File: src/rtl/i2c_gc_pkg.sv
package i2c_gc_pkg;

  typedef enum logic [3:0] {
    ST_IDLE,
    ST_ADDR,
    ST_WDATA,
    ST_READ,
    ST_GCCMD,
    ST_GCPROG,
    ST_GCDATA,
    ST_HOLD,
    ST_WAITP
  } tgt_state_e;

  localparam logic [7:0] GC_ADDR_BYTE = 8'h00;
  localparam logic [7:0] START_BYTE   = 8'h01;
  localparam logic [6:0] CBUS_ADDR    = 7'h01;
  localparam logic [7:0] GC_FULL_RST  = 8'h06;
  localparam logic [7:0] GC_PIN_LOAD  = 8'h04;
  localparam logic [7:0] GC_NEW_PROG  = 8'h02;

endpackage

File: src/rtl/i2c_gc_linemon.sv
module i2c_gc_linemon #(
  parameter int STAGES = 2
) (
  input  logic clk,
  input  logic rst,
  input  logic scl_i,
  input  logic sda_i,
  output logic sda_s,
  output logic rise,
  output logic fall,
  output logic start,
  output logic stop
);

  logic [STAGES-1:0] scl_sh, sda_sh;
  logic scl_p, sda_p, scl_s;

  always_ff @(posedge clk) begin
    if (rst) begin
      scl_sh <= '1;
      sda_sh <= '1;
      scl_p  <= 1'b1;
      sda_p  <= 1'b1;
    end else begin
      scl_sh <= {scl_sh[STAGES-2:0], scl_i};
      sda_sh <= {sda_sh[STAGES-2:0], sda_i};
      scl_p  <= scl_sh[STAGES-1];
      sda_p  <= sda_sh[STAGES-1];
    end
  end

  assign scl_s = scl_sh[STAGES-1];
  assign sda_s = sda_sh[STAGES-1];
  assign rise  = scl_s & ~scl_p;
  assign fall  = ~scl_s & scl_p;
  assign start = scl_s & scl_p & sda_p & ~sda_s;
  assign stop  = scl_s & scl_p & ~sda_p & sda_s;

endmodule

File: src/rtl/i2c_gc_regfile.sv
module i2c_gc_regfile #(
  parameter  int DEPTH = 16,
  parameter  int WIDTH = 8,
  localparam int AW    = $clog2(DEPTH)
) (
  input  logic             clk,
  input  logic             we,
  input  logic [AW-1:0]    waddr,
  input  logic [WIDTH-1:0] wdata,
  input  logic [AW-1:0]    raddr,
  output logic [WIDTH-1:0] rdata
);

  logic [WIDTH-1:0] mem [DEPTH];

  always_ff @(posedge clk) begin
    if (we) mem[waddr] <= wdata;
    rdata <= mem[raddr];
  end

endmodule

File: src/rtl/i2c_gc_target.sv
module i2c_gc_target
  import i2c_gc_pkg::*;
#(
  parameter  int                DEPTH    = 16,
  parameter  int                PROG_W   = 4,
  parameter  logic [PROG_W-1:0] PROG_RST = 4'hA,
  parameter  bit                GC_EN    = 1'b1,
  parameter  int                SYNC     = 2,
  localparam int                HW_W     = 7 - PROG_W,
  localparam int                AW       = $clog2(DEPTH)
) (
  input  logic            clk,
  input  logic            rst,
  input  logic            scl_i,
  input  logic            sda_i,
  output logic            sda_oe,
  input  logic            busy,
  input  logic [HW_W-1:0] hw_addr,
  output logic [6:0]      hwcall_src,
  output logic [7:0]      hwcall_data,
  output logic            hwcall_valid
);

  localparam logic [AW:0] CLR_END = (AW+1)'(DEPTH);

  logic l_sda, l_rise, l_fall, l_start, l_stop;

  i2c_gc_linemon #(.STAGES(SYNC)) u_mon (
    .clk(clk), .rst(rst), .scl_i(scl_i), .sda_i(sda_i),
    .sda_s(l_sda), .rise(l_rise), .fall(l_fall), .start(l_start), .stop(l_stop)
  );

  tgt_state_e        state, nxt_q, dec_nxt;
  logic [3:0]        bitcnt;
  logic [7:0]        sr, rx_byte, rd_q;
  logic              ack_q, dec_ack, first_q;
  logic [AW-1:0]     ptr;
  logic [PROG_W-1:0] prog_q;
  logic [HW_W-1:0]   hw_q;
  logic [6:0]        src_q, own;
  logic [AW:0]       clr_cnt;
  logic              clearing, rx_state, byte_end, wr_pulse, passive;

  assign own      = {prog_q, hw_q};
  assign rx_byte  = {sr[6:0], l_sda};
  assign clearing = (clr_cnt != CLR_END);
  assign passive  = (state == ST_WAITP);
  assign rx_state = state inside {ST_ADDR, ST_WDATA, ST_GCCMD, ST_GCPROG, ST_GCDATA};
  assign byte_end = rx_state && l_rise && (bitcnt == 4'd7);
  assign wr_pulse = byte_end && (state == ST_WDATA) && !first_q && !busy;

  i2c_gc_regfile #(.DEPTH(DEPTH), .WIDTH(8)) u_regs (
    .clk(clk),
    .we(clearing | wr_pulse),
    .waddr(clearing ? clr_cnt[AW-1:0] : ptr),
    .wdata(clearing ? 8'h00 : rx_byte),
    .raddr(ptr),
    .rdata(rd_q)
  );

  // acknowledge and follow-on state for a completed received byte
  always_comb begin
    dec_ack = 1'b0;
    dec_nxt = ST_HOLD;
    case (state)
      ST_ADDR: begin
        if (rx_byte == GC_ADDR_BYTE) begin
          dec_ack = GC_EN;
          dec_nxt = GC_EN ? ST_GCCMD : ST_WAITP;
        end else if (rx_byte == START_BYTE) begin
          dec_nxt = ST_HOLD;
        end else if (rx_byte[7:1] == CBUS_ADDR) begin
          dec_nxt = ST_WAITP;
        end else if (rx_byte[7:1] == own) begin
          dec_ack = !busy;
          dec_nxt = busy ? ST_HOLD : (rx_byte[0] ? ST_READ : ST_WDATA);
        end else begin
          dec_nxt = ST_WAITP;
        end
      end
      ST_WDATA: begin
        dec_ack = !busy;
        dec_nxt = busy ? ST_HOLD : ST_WDATA;
      end
      ST_GCCMD: begin
        if (rx_byte == GC_FULL_RST || rx_byte == GC_PIN_LOAD) begin
          dec_ack = 1'b1;
        end else if (rx_byte == GC_NEW_PROG) begin
          dec_ack = 1'b1;
          dec_nxt = ST_GCPROG;
        end else if (rx_byte[0]) begin
          dec_ack = 1'b1;
          dec_nxt = ST_GCDATA;
        end
      end
      ST_GCPROG, ST_GCDATA: dec_ack = 1'b1;
      default: ;
    endcase
  end

  always_ff @(posedge clk) begin
    if (rst) begin
      state        <= ST_IDLE;
      nxt_q        <= ST_IDLE;
      bitcnt       <= '0;
      sr           <= '0;
      sda_oe       <= 1'b0;
      ack_q        <= 1'b0;
      first_q      <= 1'b0;
      ptr          <= '0;
      prog_q       <= PROG_RST;
      hw_q         <= hw_addr;
      src_q        <= '0;
      clr_cnt      <= '0;
      hwcall_src   <= '0;
      hwcall_data  <= '0;
      hwcall_valid <= 1'b0;
    end else begin
      hwcall_valid <= 1'b0;
      if (clearing) clr_cnt <= clr_cnt + 1'b1;

      if (l_stop) begin
        state  <= ST_IDLE;
        bitcnt <= '0;
        sda_oe <= 1'b0;
      end else if (l_start && state != ST_WAITP) begin
        state  <= ST_ADDR;
        bitcnt <= '0;
        sda_oe <= 1'b0;
      end else if (rx_state || state == ST_READ) begin
        if (state == ST_READ) begin
          if (l_rise && bitcnt < 4'd8) bitcnt <= bitcnt + 4'd1;
          if (l_fall && bitcnt >= 4'd1 && bitcnt <= 4'd7) begin
            sr     <= {sr[6:0], 1'b0};
            sda_oe <= ~sr[6];
          end
          if (l_fall && bitcnt == 4'd8) begin
            sda_oe <= 1'b0;
            bitcnt <= 4'd9;
            ptr    <= ptr + 1'b1;
          end
          if (l_rise && bitcnt == 4'd9) nxt_q <= l_sda ? ST_HOLD : ST_READ;
        end else begin
          if (l_rise && bitcnt < 4'd8) begin
            sr     <= rx_byte;
            bitcnt <= bitcnt + 4'd1;
          end
          if (l_fall && bitcnt == 4'd8) begin
            sda_oe <= ack_q;
            bitcnt <= 4'd9;
          end
          if (byte_end) begin
            ack_q <= dec_ack;
            nxt_q <= dec_nxt;
            case (state)
              ST_ADDR: first_q <= 1'b1;
              ST_WDATA: if (!busy) begin
                if (first_q) begin
                  ptr     <= rx_byte[AW-1:0];
                  first_q <= 1'b0;
                end else begin
                  ptr <= ptr + 1'b1;
                end
              end
              ST_GCCMD: begin
                if (rx_byte == GC_FULL_RST) begin
                  prog_q  <= PROG_RST;
                  hw_q    <= hw_addr;
                  ptr     <= '0;
                  clr_cnt <= '0;
                end else if (rx_byte == GC_PIN_LOAD) begin
                  hw_q <= hw_addr;
                end else if (rx_byte != GC_NEW_PROG && rx_byte[0]) begin
                  src_q <= rx_byte[7:1];
                end
              end
              ST_GCPROG: prog_q <= rx_byte[7 -: PROG_W];
              ST_GCDATA: begin
                hwcall_data  <= rx_byte;
                hwcall_src   <= src_q;
                hwcall_valid <= 1'b1;
              end
              default: ;
            endcase
          end
        end
        // end of the acknowledge clock: move on, load first read bit if needed
        if (l_fall && bitcnt == 4'd9) begin
          bitcnt <= '0;
          state  <= nxt_q;
          if (nxt_q == ST_READ) begin
            sr     <= rd_q;
            sda_oe <= ~rd_q[7];
          end else begin
            sda_oe <= 1'b0;
          end
        end
      end
    end
  end

endmodule

File: config.mk
export PLATFORM = sky130hd
export DESIGN_NAME = i2c_gc_target
export DESIGN_NICKNAME = d
export VERILOG_FILES = /design/src/rtl/i2c_gc_pkg.sv /design/src/rtl/i2c_gc_linemon.sv /design/src/rtl/i2c_gc_regfile.sv /design/src/rtl/i2c_gc_target.sv
export SDC_FILE = /design/constraint.sdc
export NUM_CORES = 1
export LEC_CHECK = 0
export ABC_AREA = 1
export CORE_UTILIZATION = 55
export CTS_CLUSTER_SIZE = 20
export DETAILED_ROUTE_END_ITERATION = 8
export HOLD_SLACK_MARGIN = 0.15
export PLACE_DENSITY_LB_ADDON = 0.2
export SLEW_MARGIN = 5
export SYNTH_ARGS = -nofsm -noshare
export SYNTH_HDL_FRONTEND = slang
export SYNTH_SLANG_ARGS = --single-unit
File: constraint.sdc
create_clock -name clk -period 3.2 [get_ports clk]
set_clock_uncertainty 0.2 [all_clocks]
set_input_delay 0.64 -clock clk [delete_from_list [all_inputs] [get_ports clk]]
set_output_delay 0.64 -clock clk [all_outputs]
set_load 0.01 [all_outputs]
==> impl_results.md, run 1 <==
- Antenna diode count: 0
- DP Wirelength: 13,600 µm
- Worst reg2reg setup slack: 490 ps
- Placed Instances: 1,082
- Family with the most delay on the worst path: buffers and inverters
- RSZ-0062 raised after global routing: no
- FILL cells: 1,212
- Top cell by count, worst path: inv_1
- Seq/Total Area, Yosys: 61.1%
- Synth async-reset ratio: 0%
- Slew @ Worst Pin: 789 ps
- Cells after Synth: 856
- Status: complete, no violations
- Sequential share of power: 54.3%
- Critical path fanouts, max: 11
- Post-cts sizing count: 0
- Share of cells above drive strength 1: 10.2%
- Clk Tree Root Cell: clkbuf_16
- Yosys synthesis warning count: 0
- Critical path type: register to register
- Total CTS buffers: 21
- Area share of the largest cell type after synthesis: 44.7%
- Pwr dens: 526 mW/mm²
- Min cycle time layout: 2710 ps
- Nets: 908
- Largest net degree at the start of global routing: 68
- Post-synthesis mux area share: 2.50%
- Vias in the first global route: 6,158
- Die Ht: 128 µm
- Setup crit start kind: register
- Area growth syn-to-layout: 13.1%
- EDFF count, synth: 131
- Yosys cell types: 42
- Area of the core: 0.0154 mm²
- Setup TNS: 0 ps
- IR drop worst, VDD: 375 µV
- Critical Path Sink Type: register
- IO Pins: 25
- Slowest stage cell, crit path: o21ai_0
- CP required: 3160 ps
- Worst rel slew slack: 46.8%
- Drt pass-1 iters: 5
- Remaining global-route overflow: 0
- Final Hold Viols: 0
- Design area: 0.00994 mm²
- Post-Synth XOR/XNOR Area: 0.598%
- DR WL/cell: 18.4 µm
- Largest cells by area after synthesis: edfxtp_1 45%, dfxtp_1 16%, nor2_1 5.8%, o21ai_0 4.7%, nand2_1 3.9%
- Crit-path cells: inv_1, ha_1, nand4_1, buf_4, o21ai_0, inv_1, nor2_1, nand4_1, inv_1
- Clock share of power: 42.5%
- Final setup fails: 0
- Hold Crit Depth: 1
- Compound-gate portion of the synthesized area: 13.1%
- Worst path max stage delay: 410 ps
- Row cnt: 45
- Hold path start: u_mon.scl_sh[0]
- Data arrival time of the critical path: 2660 ps
- Largest family of logic cells by synthesized area: simple AND/OR/NAND/NOR gates
- Mapped Area: 0.00879 mm²
- Gate power share: 3.2%
- Setup Fix Bufs, Post-CTS: 0
- Syn avg cell area: 10.3 µm²
- Drt drc: 0
- CTS tree: done
- Post-Synth Adder-Cell Area: 0.854%
- CTS clk-pin slew, worst paths: 60 ps
- Cell Int Power: 4160 µW
- Final Non-Filler Cells: 1,117
- Initial core utilization: 57.0%
- Register bit total from synthesis: 203
- Most frequent cells in the layout: 137 x nor2_1, 131 x edfxtp_1, 92 x nand2_1
- Final wirelength: 20,600 µm
- Initial antenna violation count: 0
- Die area: 0.0165 mm²
- Psw: 1060 µW
- Max Cap Viol: 0
- DP Area: 0.00932 mm²
- GRT Total Usage: 25.6%
- RePlAce Congestion: 0.910
- Util after Layout: 64.4%
- CTS Hold Buffers Added: 0
- Vias: 6,419
- Commonest non-fill, non-tap cell in the layout: nor2_1
- Post-route ant nets: 0
- Clock Tree Buf Depth: 3
- Sw frac: 20.3%
- P_leak: 0.00372 µW
- DR iter-0 viols: 633
- Die Wd: 128 µm
- Clock H-tree levels: 1
- Main synth FF type: edfxtp_1
- Area fraction in and, or, nand and nor cells after synthesis: 16.7%
- Port bufs: 24
- Worst path bufs/invs: 4
- Hold EP: u_mon.scl_sh[1]
- First-pass GRT wire length: 32,300 µm
- Max Slew Vio Count: 0
- CTS sink cnt: 203
- Fin crit share: 84.6%
- Worst R2R End: u_regs.mem[8][6]
- R2R cell count: 9
- Clock Latency Late Sink: 490 ps
- Worst reg2reg path startpoint: clr_cnt[0]
- Worst Hold Class: register to register
- Largest area contributor in the netlist: edfxtp_1
- Syn Nets: 870
- Routed vias/inst: 5.75
- Fmax: 0.369 GHz
kinds of logic (layout without fill, tap and decap cells):
group                      count (synthesis)  after routing
xor gates and xnor gates                   6              6
buffers and inverters                    106            156
adders and majority gates                  6              6
DFF                                      203            203
muxes                                     22             22
and+or+nand+nor                          319            319
AOI/OAI and AO/OA                        194            194
stage by stage:
stage	power, µW	worst slack (ps)	hold slack [ps]
finish	5220	494	209
floorplan	3000	855	189
global route	5380	296	230
detailed placement	3060	556	196
global placement	3050	605	195
CTS	5250	531	209
power by group through the flow:
stage / Sequential, µW / Clock [µW] / Combinational (µW)
4_1_cts: 2840 / 2250 / 165
2_1_floorplan: 2890 / 0 / 112
3_3_place_gp: 2890 / 0 / 162
6_report: 2840 / 2220 / 167
5_1_grt: 2840 / 2350 / 183
3_5_place_dp: 2890 / 0 / 165
metal layers:
metal | track usage (%) | vias up | routed length, µm | share of wire, %
met2 | 43.3 | 251 | 9910 | 48
met1 | 34.4 | 3044 | 8880 | 43
met3 | 3.83 | 37 | 1280 | 6.2
li1 | - | 3087 | - | -
met4 | 7.47 | 0 | 486 | 2.4
met5 | 0 | - | 0 | 0
worst max-delay path by stage:
| stage | from | cells past startpoint | endpoint | slack, ps |
|---|---|---|---|---|
| CTS | clr_cnt[0] | 9 | u_regs.mem[8][5] | 530 |
| global placement | busy | 7 | u_regs.mem[9][6] | 610 |
| finish | clr_cnt[0] | 9 | u_regs.mem[8][6] | 490 |
| global route | clr_cnt[0] | 9 | u_regs.mem[8][3] | 300 |
| detailed placement | clr_cnt[0] | 9 | u_regs.mem[8][3] | 560 |
| floorplan | clr_cnt[0] | 8 | u_regs.mem[13][0] | 860 |
synth_stat cells (6+ instances only):
library cell,number
mux2i_1,22
o21ai_0,82
nor3_1,16
o21ai_1,12
dfxtp_1,72
buf_2,6
nand3_1,38
nand2_1,92
a21oi_1,46
o211ai_1,11
nor2_1,137
o221ai_1,23
or2_2,6
edfxtp_1,131
inv_1,60
clkbuf_1,19
nand4_1,10
ha_1,6
o32ai_1,7
final cells by class:
cell class / instances / area [µm²] / area share [%]
multi-input combinational: 547 / 2970 / 29.8
clock buffer: 28 / 593 / 5.97
inverter: 72 / 280 / 2.82
clock inverter: 7 / 32.5 / 0.327
sequential: 203 / 5380 / 54.1
timing repair buffer: 49 / 428 / 4.30
tap: 211 / 264 / 2.66
sequential cells by signal, indices dropped and copies added, names as in the netlist:
name          count
state             4
hw_q              3
ack_q             1
first_q           1
clr_cnt           5
hwcall_valid      1
sda_oe            1
u_regs.mem      128
u_mon.sda_sh      2
u_mon.sda_p       1
src_q             7
ptr               4
u_regs.rdata      8
prog_q            4
sr                7
bitcnt            4
hwcall_src        7
hwcall_data       8
u_mon.scl_sh      2
nxt_q             4
u_mon.scl_p       1
Power figures use the tool's default switching activity.
==> run 2, diff against run 1 <==
==> constraint.sdc (replaced) <==
create_clock -name clk -period 2.7 [get_ports clk]
set_clock_uncertainty 0.2 [all_clocks]
set_input_delay 0.54 -clock clk [delete_from_list [all_inputs] [get_ports clk]]
set_output_delay 0.54 -clock clk [all_outputs]
set_load 0.01 [all_outputs]
==> impl_results.md, run 2 (synthesis results as in run 1) <==
- Status: complete, no violations
- RePlAce Congestion: 0.874
- Drt pass-1 iters: 6
- Setup TNS: 0 ps
- Drt drc: 0
- Final wirelength: 20,800 µm
- Die Wd: 128 µm
- Initial antenna violation count: 0
- Vias: 6,540
- Crit-path cells: inv_1, ha_1, nand4_1, o21ai_0, inv_1, nor2_1, nand4_1, inv_1
- Slew @ Worst Pin: 949 ps
- Row cnt: 45
- Setup Fix Bufs, Post-CTS: 0
- Initial core utilization: 57.0%
- Reg with most FFs: u_regs.mem
- WL met1: 8470 µm
- CTS tree: done
- DR iter-0 viols: 656
- DR WL/cell: 18.4 µm
- IR drop worst, VDD: 604 µV
- Nets: 914
- Remaining global-route overflow: 0
- Critical path fanouts, max: 8
- Area growth syn-to-layout: 14.3%
- Top cell by count, worst path: inv_1
- Final Hold Viols: 0
- Final setup fails: 0
- RSZ-0062 raised after global routing: yes
- Number of flip-flops in the largest register: 128
- Clock Tree Buf Depth: 3
- Max Cap Viol: 0
- Setup crit start kind: register
- Commonest non-fill, non-tap cell in the layout: nor2_1
- CP required: 2670 ps
- P_leak: 0.00378 µW
- Largest regs: u_regs.mem (128), hwcall_data (8), u_regs.rdata (8)
- Routed vias/inst: 5.80
- DR top layer: met4
- Min cycle time layout: 2560 ps
- Clock share of power: 44.0%
- Dpl ws: 108 ps
- Total CTS buffers: 22
- Total power draw: 6370 µW
- DP Area: 0.00937 mm²
- Data arrival time of the critical path: 2530 ps
- Pwr dens: 634 mW/mm²
- Critical path type: register to register
- Gate power share: 3.2%
- Fmax: 0.390 GHz
- Post-route ant nets: 0
- Clk Tree Root Cell: clkbuf_16
- Cell Int Power: 5050 µW
- Die Ht: 128 µm
- Fin crit share: 94.9%
- Clock Latency Late Sink: 500 ps
- Design area: 0.0101 mm²
- Share of cells above drive strength 1: 11.4%
- Port bufs: 24
- Critical Path Sink Type: register
- Area of the core: 0.0154 mm²
- Max Slew Vio Count: 0
- Most frequent cells in the layout: 135 x nor2_1, 131 x edfxtp_1, 92 x nand2_1
- Family with the most delay on the worst path: simple AND/OR/NAND/NOR gates
- Final worst setup slack: 139 ps
- Clock H-tree levels: 1
- Largest net degree at the start of global routing: 68
- Slowest stage cell, crit path: o21ai_0
- Worst rel slew slack: 36.1%
- CTS clk-pin slew, worst paths: 60 ps
- Antenna diode count: 0
- GRT Total Usage: 26.3%
- Worst path max stage delay: 480 ps
- Met3 Wirelength: 1560 µm
- DP Wirelength: 13,900 µm
- Metal2 WL: 10,100 µm
- Die area: 0.0165 mm²
- Util after Layout: 65.2%
- Sequential share of power: 52.8%
- First-pass GRT wire length: 33,200 µm
- Sw frac: 20.7%
- IO Pins: 25
- CTS sink cnt: 203
- Worst Hold Class: register to register
- Psw: 1320 µW
- Vias in the first global route: 6,244
- Worst path bufs/invs: 3
## run 2: cell types whose count changed in the layout (fill, tap and decap cells not counted), sizes merged
cell,previous run,this run
buf,25,30
clkinv,9,14
clkbuf,28,26
bufinv,0,1
clkinvlp,1,2
## run 2: path summary, 6_finish.rpt
check	depth (start not counted)	end	from	slack [ps]
max	8	u_regs.mem[8][3]	clr_cnt[0]	140
min reg2reg	1	u_mon.sda_sh[1]	u_mon.sda_sh[0]	210
min	1	u_mon.sda_sh[1]	u_mon.sda_sh[0]	210
max reg2reg	8	u_regs.mem[8][3]	clr_cnt[0]	140
## run 2: layer usage
layer	up-vias	GRT usage, %
met4	0	9.48
met2	278	44.3
met5	-	0
met3	64	3.87
met1	3091	34.8
li1	3107	-
## run 2: area by class of cell
class | instances | area [µm²]
clock inverters | 14 | 93.8
repair buffers | 54 | 478
multi-input cells | 547 | 2970
clock buffers | 26 | 587
inverters | 72 | 280
fillers | 1195 | 5380
flip-flops and latches | 203 | 5380
well taps | 211 | 264
## run 2: what timing repair did
item / in CTS / in global routing
endpoints found under the hold margin: 0 / 0
hold buffers: 0 / 0
resized for setup: 0 / 3
setup endpoints to repair: 0 / 72
## run 2: per-stage QoR
| stage | hold WS (ps) | instances |
|---|---|---|
| floorplan | 189 | 856 |
| global placement | 196 | 1087 |
| detailed placement | 196 | 1087 |
| CTS | 209 | 1127 |
| global route | 222 | 1127 |
| finish | 207 | 1127 |
## run 2: power groups by stage
stage	Clock [µW]	Combinational (µW)	Sequential, µW
5_1_grt	2960	227	3370
4_1_cts	2840	202	3360
3_5_place_dp	0	201	3430
2_1_floorplan	0	133	3420
3_3_place_gp	0	195	3430
6_report	2800	206	3360
==> run 3, diff against run 2 <==
--- a/config.mk
+++ b/config.mk
@@ -5,7 +5,7 @@
 export SDC_FILE = /design/constraint.sdc
 export NUM_CORES = 1
 export LEC_CHECK = 0
-export ABC_AREA = 1
+export ABC_CLOCK_PERIOD_IN_PS = 2700
 export CORE_UTILIZATION = 55
 export CTS_CLUSTER_SIZE = 20
 export DETAILED_ROUTE_END_ITERATION = 8
==> impl_results.md, run 3 <==
- IO Pins: 25
- Initial antenna violation count: 0
- Data arrival time of the critical path: 2610 ps
- Vias: 5,435
- Largest cells by area after synthesis: edfxtp_1 46%, dfxtp_1 17%, mux4_2 11%, mux2i_1 3.2%, nor2_1 3.0%
- Initial core utilization: 56.4%
- Row cnt: 45
- DR iter-0 viols: 439
- Routed vias/inst: 6.13
- CTS clk-pin slew, worst paths: 60 ps
- Final wirelength: 19,200 µm
- FILL cells: 1,082
- Total CTS buffers: 21
- Syn Nets: 625
- Synth async-reset ratio: 0%
- IR drop worst, VDD: 619 µV
- Clock Tree Buf Depth: 3
- Final Hold Viols: 0
- Final setup fails: 0
- RSZ-0062 raised after global routing: no
- Slew @ Worst Pin: 578 ps
- Setup crit start kind: register
- Drt pass-1 iters: 6
- Slowest stage cell, crit path: or3b_4
- Fin crit share: 96.1%
- P_leak: 0.00371 µW
- Max Cap Viol: 0
- Critical path type: register to register
- Largest area contributor in the netlist: edfxtp_1
- First-pass GRT wire length: 30,400 µm
- Util after Layout: 66.0%
- Dpl ws: -347 ps
- Share of cells above drive strength 1: 22.7%
- Critical Path Sink Type: register
- CTS sink cnt: 203
- Clk Tree Root Cell: clkbuf_16
- Area of the core: 0.0152 mm²
- Most frequent cells in the layout: 131 x edfxtp_1, 71 x dfxtp_1, 69 x nor2_1
- Status: complete, no violations
- Register bit total from synthesis: 203
- Drt drc: 0
- GRT Total Usage: 25.1%
- Yosys synthesis warning count: 0
- Placed Instances: 849
- Die Ht: 127 µm
- Fmax: 0.386 GHz
- Yosys cell types: 73
- CP required: 2710 ps
- Clock H-tree levels: 1
- Post-route ant nets: 0
- Final Non-Filler Cells: 887
- Die Wd: 127 µm
- Area share of the largest cell type after synthesis: 45.9%
- Mapped Area: 0.00858 mm²
- Number of flip-flops in the largest register: 128
- CTS tree: done
- Port bufs: 24
- Pwr dens: 632 mW/mm²
- Total power draw: 6340 µW
- Family with the most delay on the worst path: simple AND/OR/NAND/NOR gates
- Min cycle time layout: 2590 ps
- Cell with the most instances after synthesis: edfxtp_1
- Remaining global-route overflow: 0
- Vias in the first global route: 5,426
- Seq/Total Area, Yosys: 62.7%
- Largest regs: u_regs.mem (128), hwcall_data (8), u_regs.rdata (8)
- Final worst setup slack: 106 ps
- DR WL/cell: 21.6 µm
- Max Slew Vio Count: 0
- Worst rel slew slack: 60.9%
- EDFF count, synth: 131
- Die area: 0.0161 mm²
- DP Wirelength: 12,700 µm
- Worst path max stage delay: 410 ps
- Syn avg cell area: 14.0 µm²
- Worst Hold Class: register to register
- Top cell by count, worst path: buf_4
- Critical path fanouts, max: 8
- Antenna diode count: 0
- Commonest cells post-synth: 131 x edfxtp_1, 72 x dfxtp_1, 69 x nor2_1
- RePlAce Congestion: 0.899
- Largest net degree at the start of global routing: 46
- Area growth syn-to-layout: 17.0%
- Cells after Synth: 611
- Reg with most FFs: u_regs.mem
- Final hold slack: 217 ps
- Crit-path cells: ha_1, and2_1, nand4b_1, o31ai_2, buf_4, or3b_4, nor2_1, buf_4
- Main synth FF type: edfxtp_1
- Commonest non-fill, non-tap cell in the layout: edfxtp_1
- Nets: 699
- Clock Latency Late Sink: 500 ps
- Worst path bufs/invs: 2
-- run 3: cell count changes in the layout (fill, tap and decap cells not counted), sizes merged, moves of 10 or more --
cell    change
o21ai      -84
nor2       -73
nand2      -72
inv        -54
mux4       +40
buf        +35
a21oi      -32
nand3      -30
o221ai     -21
and2       +12
o211ai     -10
-- run 3: through the flow --
step	setup TNS, ps	instance area, µm²
floorplan	0	8580
detailed placement	-24880	9360
finish	0	10000
global placement	-23990	9360
global route	0	10000
CTS	0	10000
-- run 3: routing by layer --
layer / GRT usage, % / part of all wire [%] / vias up
met3: 4.43 / 6.5 / 43
li1: - / - / 2484
met1: 34.4 / 43 / 2685
met5: 0 / 0 / -
met4: 8.33 / 2.5 / 0
met2: 40.8 / 48 / 223
-- run 3: layout make-up --
cell class	count	area (µm²)	share of cell area, %
Tap cell	188	235	2.34
Timing Repair Buffer	89	741	7.38
Clock inverter	14	131	1.31
Clock buffer	23	533	5.31
Inverter	14	52.6	0.524
Multi-Input combinational cell	356	2970	29.6
Sequential cell	203	5380	53.6
-- run 3: worst paths after layout --
kind	to	from	depth (start not counted)	slack, ps
max	u_regs.mem[14][2]	bitcnt[0]	8	110
min	u_mon.scl_sh[1]	u_mon.scl_sh[0]	1	220
max reg2reg	u_regs.mem[14][2]	bitcnt[0]	8	110
min reg2reg	u_mon.scl_sh[1]	u_mon.scl_sh[0]	1	220
-- run 3: cells by family (layout without fill, tap and decap cells) --
logic type,count (synthesis),after routing,synth area share (%)
DFF,203,203,62.7
muxes,67,67,13.7
AOI/OAI and AO/OA,78,78,6.75
buffers and inverters,52,140,2.77
adders and majority gates,6,6,0.875
and+or+nand+nor,192,192,12.0
xor gates and xnor gates,13,13,1.33
-- run 3: repair_timing --
item,CTS,global route
hold buffers,0,0
setup buffers,0,1
resized for setup,0,1
setup endpoints to repair,0,32
-- run 3: report_power, final --
part	total, µW	switching (µW)	internal, µW
Clock	2770	1150	1620
Sequential	3360	25.5	3340
Combinational	202	110	91.8
